**src/rtl/erdi_pkg.sv**
```systemverilog
package erdi_pkg;
  localparam int NUM_DEFECTS = 6;
  localparam int NUM_GROUPS  = 3;
  localparam int CODE_W      = 3;

  // group index order is the ranking order (0 highest)
  localparam int GRP_SERVER  = 0;
  localparam int GRP_CONN    = 1;
  localparam int GRP_PAYLOAD = 2;

  // defect vector layout: 0 ais, 1 lop, 2 tim, 3 uneq, 4 plm, 5 lcd
  localparam logic [NUM_DEFECTS-1:0] GROUP_MASK [NUM_GROUPS] = '{
    6'b000011,
    6'b001100,
    6'b110000
  };

  localparam logic [CODE_W-1:0] CODE_SERVER  = 3'b101;
  localparam logic [CODE_W-1:0] CODE_CONN    = 3'b110;
  localparam logic [CODE_W-1:0] CODE_PAYLOAD = 3'b010;
  localparam logic [CODE_W-1:0] CODE_CLEAR   = 3'b001;

  typedef struct packed {
    logic load;       // take a new code at this edge
    logic connAllow;  // connectivity group may be reported
  } erdiStrobes_t;
endpackage

```
**src/rtl/erdi_ctrl.sv**
```systemverilog
module erdi_ctrl
  import erdi_pkg::*;
(
  input  logic         frameStrobe,
  input  logic         connEnable,
  output erdiStrobes_t strobes
);
  always_comb begin
    strobes.load      = frameStrobe;
    strobes.connAllow = connEnable;
  end
endmodule

```
**src/rtl/erdi_datapath.sv**
```systemverilog
module erdi_datapath
  import erdi_pkg::*;
(
  input  logic                   clk,
  input  logic                   rstN,
  input  erdiStrobes_t           strobes,
  input  logic [NUM_DEFECTS-1:0] defects,
  output logic [CODE_W-1:0]      code
);
  logic [NUM_GROUPS-1:0] groupHit;
  logic [CODE_W-1:0]     nextCode;
  logic [CODE_W-1:0]     codeQ;

  for (genvar g = 0; g < NUM_GROUPS; g++) begin : gGroup
    assign groupHit[g] = |(defects & GROUP_MASK[g]);
  end

  always_comb begin
    if (groupHit[GRP_SERVER])
      nextCode = CODE_SERVER;
    else if (groupHit[GRP_CONN] && strobes.connAllow)
      nextCode = CODE_CONN;
    else if (groupHit[GRP_PAYLOAD])
      nextCode = CODE_PAYLOAD;
    else
      nextCode = CODE_CLEAR;
  end

  always_ff @(posedge clk or negedge rstN) begin
    if (!rstN)
      codeQ <= CODE_CLEAR;
    else if (strobes.load)
      codeQ <= nextCode;
  end

  assign code = codeQ;
endmodule

```
**src/rtl/erdi_encoder.sv**
```systemverilog
module erdi_encoder
  import erdi_pkg::*;
(
  input  logic              clk,
  input  logic              rstN,
  input  logic              frameStrobe,
  input  logic              connEnable,
  input  logic              aisDefect,
  input  logic              lopDefect,
  input  logic              timDefect,
  input  logic              uneqDefect,
  input  logic              plmDefect,
  input  logic              lcdDefect,
  output logic [CODE_W-1:0] erdiCode
);
  erdiStrobes_t           strobes;
  logic [NUM_DEFECTS-1:0] defects;

  assign defects = {lcdDefect, plmDefect, uneqDefect, timDefect, lopDefect, aisDefect};

  erdi_ctrl uCtrl (
    .frameStrobe(frameStrobe),
    .connEnable (connEnable),
    .strobes    (strobes)
  );

  erdi_datapath uData (
    .clk    (clk),
    .rstN   (rstN),
    .strobes(strobes),
    .defects(defects),
    .code   (erdiCode)
  );
endmodule

```
**config.mk**
```make
export PLATFORM = sky130hd
export DESIGN_NAME = erdi_encoder
export DESIGN_NICKNAME = d
export VERILOG_FILES = /design/src/rtl/erdi_pkg.sv /design/src/rtl/erdi_ctrl.sv /design/src/rtl/erdi_datapath.sv /design/src/rtl/erdi_encoder.sv
export SDC_FILE = /design/constraint.sdc
export NUM_CORES = 1
export LEC_CHECK = 0
export BUFFER_PORTS_ARGS = -buffer_cell sky130_fd_sc_hd__buf_4
export CAP_MARGIN = 10
export CORE_AREA = 2 2 39 41
export DETAILED_ROUTE_END_ITERATION = 10
export DIE_AREA = 0 0 41 43
export SKIP_CTS_REPAIR_TIMING = 1
export SYNTH_ARGS = -nofsm -noshare
export SYNTH_HDL_FRONTEND = slang
export SYNTH_SLANG_ARGS = --single-unit
export TNS_END_PERCENT = 30
```
**constraint.sdc**
```tcl
create_clock -name clk -period 1.2 [get_ports clk]
set_input_delay 0.12 -clock clk [delete_from_list [all_inputs] [get_ports clk]]
set_output_delay 0.12 -clock clk [all_outputs]
set_load 0.01 [all_outputs]
```
==> qor.yml <==
final_layout:
  final_nets: 40
  drive_gt1_share_pct: 69.0
  fillers: 151
  diodes: 0
  utilization_pct: 22.0
  area_growth_pct: 92.9
  largest_reg_flops: 3
die:
  io_pins: 13
  core_mm2: 0.00138
  core.rowCount: 14
  initial_core_util_pct: 11.4
  die_w_um: 41
  die_h_um: 43
  die_area_mm2: 0.00176
setup_path:
  path_class: "reg -> out"
  critPathCaptureType: "primary output"
  path_cells: "buf_4"
  crit_required_ns: 1.08
  start_kind: "flip-flop"
  slowest_delay_ns: 0.52
  cp_top_family: "flip-flops"
  slowest_stage: "dfstp_2"
  critPathMaxFanout: 2
  critPathBufInv: 1
  critical_path_arrival_ns: 0.86
synthesis:
  synth_compound_area_share_pct: 21.4
  synth.top_cell.area_share_pct: 31.7
  synth_xor_area_share_pct: 0
  avgSynthCellArea_um2: 13.1
  syn_nets: 22
  ys_types: 10
  synth_top_family_by_area: "simple AND/OR/NAND/NOR gates"
  yosysTopAreaCell: "dfrtp_1"
  synthMuxAreaShare_pct: 0
  ys_ff_latch: 3
  synthAdderAreaFrac_pct: 0
  synth-simple-area-share_pct: 30.2
  yosys-top-cells-area: "dfrtp_1 32%, dfstp_2 17%, nor3b_4 12%"
  seq_area_frac_synth_pct: 48.4
  synth_area_um2: 158
  synth_cells: 12
  yosysWarnings: 0
place:
  gp_congestion: 0.686
  io_buffers: 12
clocking:
  cts_tree: "built"
  clk_path_buf_depth: 2
  root_buffer: "clkbuf_4"
  htree_levels: 1
  clk_pin_slew_worst_paths_ns: 0.04
  numClockSinks: 3
  clkLatencyLatePin_ns: 0.23
  cts_made_buffers: 3
power:
  p_leak_nw: 0.136
  power_per_cell_area_mw_per_mm2: 1180
  peakVddDrop_uv: 225
detailed_routing:
  vias: 157
  ant_nets: 0
  drt_iter0_drc: 3
  drcViolationCount: 0
  avgViaCountPerCell: 3.49
  firstDrtPassIters: 2
  drt_wl_total_um: 408
  wire_per_inst_um: 9.07
timing:
  hold_viol_final: 0
  finalCritPeriodShare_pct: 82.1
  setup_violations: 0
  timing.fmax_mhz: 1020
  slew_headroom_pct: 73.4
  tns_ns: 0
  period_minus_slack_ns: 0.985
  rsz0062_at_grt: "no"
  slew_violations: 0
  tightest_slew_ns: 0.395
  clock_skew_ns: 0
worst_hold_path:
  hp-class: "in -> reg"
global_route:
  antenna_found_initial: 0
  grt_pass1_wl_um: 483
  first_global_vias: 126
  grt-ovfl-total: 0
  grtUsageTotal_pct: 4.93
  grt_max_degree: 6
job:
  drv_cap: 0
run_status:
  status: "completed"
[layout by cell type, fill, tap and decap left out]
cell type | synthesis | layout
clkbuf_1 | 0 | 1
a21oi_1 | 1 | 1
clkbuf_4 | 0 | 3
o21ai_0 | 1 | 1
nor3b_2 | 1 | 1
and2b_2 | 1 | 1
dfstp_2 | 1 | 1
o2bb2ai_1 | 1 | 1
dlygate4sd3_1 | 0 | 1
dfrtp_1 | 2 | 2
a2bb2oi_2 | 1 | 1
buf_4 | 0 | 12
nor2_1 | 2 | 2
nor3b_4 | 1 | 1
[cell type report]
cell class	count	area [um2]	area share (%)
timing repair buffer	13	100	32.9
multi-input combinational	9	81.3	26.7
sequential	3	76.3	25.1
clock buffer	4	26.3	8.64
tap	16	20.0	6.58
[cell usage after synthesis]
| cell type | number |
|---|---|
| o2bb2ai_1 | 1 |
| nor2_1 | 2 |
| nor3b_4 | 1 |
| o21ai_0 | 1 |
| a21oi_1 | 1 |
| nor3b_2 | 1 |
| dfrtp_1 | 2 |
| dfstp_2 | 1 |
| a2bb2oi_2 | 1 |
| and2b_2 | 1 |
[where the power goes]
part | switching [W] | internal (W) | total, W
Sequential | 0.00000391 | 0.000111 | 0.000115
Combinational | 0.0000243 | 0.0000414 | 0.0000657
Clock | 0.0000530 | 0.000125 | 0.000178
Total | 0.0000812 | 0.000277 | 0.000359
[tightest hold or removal path, delay by kind of cell]
| kind | cells | cell delay [ns] |
|---|---|---|
| and+or+nand+nor | 1 | 0.04 |
| AOI/OAI and AO/OA | 1 | 0.11 |
| buffers and inverters | 1 | 0.08 |
[metrics by stage]
step	hold WS [ns]	instance area [um2]	worst slack, ns	total power, W	cells
after CTS	-0.341	294	0.201	0.000367	44
after detailed placement	-0.0892	268	0.367	0.000181	40
final	0.127	304	0.215	0.000359	45
after global routing	0.148	304	0.191	0.000375	45
after floorplan	-0.176	158	0.364	0.000138	12
after global placement	-0.0890	268	0.383	0.000180	40
[layer usage]
metal	track usage, %	wire, um
met5	0	0
met2	3.75	137
met4	8.00	14
met1	6.17	168
met3	3.14	87
[worst paths after layout]
kind	startpoint	to	slack (ns)	depth (start not counted)
setup / recovery	uData.code[0]$_DFFE_PN1P_	erdiCode[0]	0.22	1
min in group asynchronous	rstN	uData.code[2]$_DFFE_PN0P_	0.21	2
max in group asynchronous	rstN	uData.code[0]$_DFFE_PN1P_	0.80	2
hold / removal	lcdDefect	uData.code[0]$_DFFE_PN1P_	0.13	3
setup reg to reg	uData.code[1]$_DFFE_PN0P_	uData.code[1]$_DFFE_PN0P_	0.40	2
hold reg to reg	uData.code[0]$_DFFE_PN1P_	uData.code[0]$_DFFE_PN1P_	0.52	2
[kinds of logic after synthesis]
kind of cell / Yosys count
AND/OR/NAND/NOR: 5
AO/OA/AOI/OAI: 4
flip-flops: 3
Note: power is estimated with default switching activity, not from simulation.
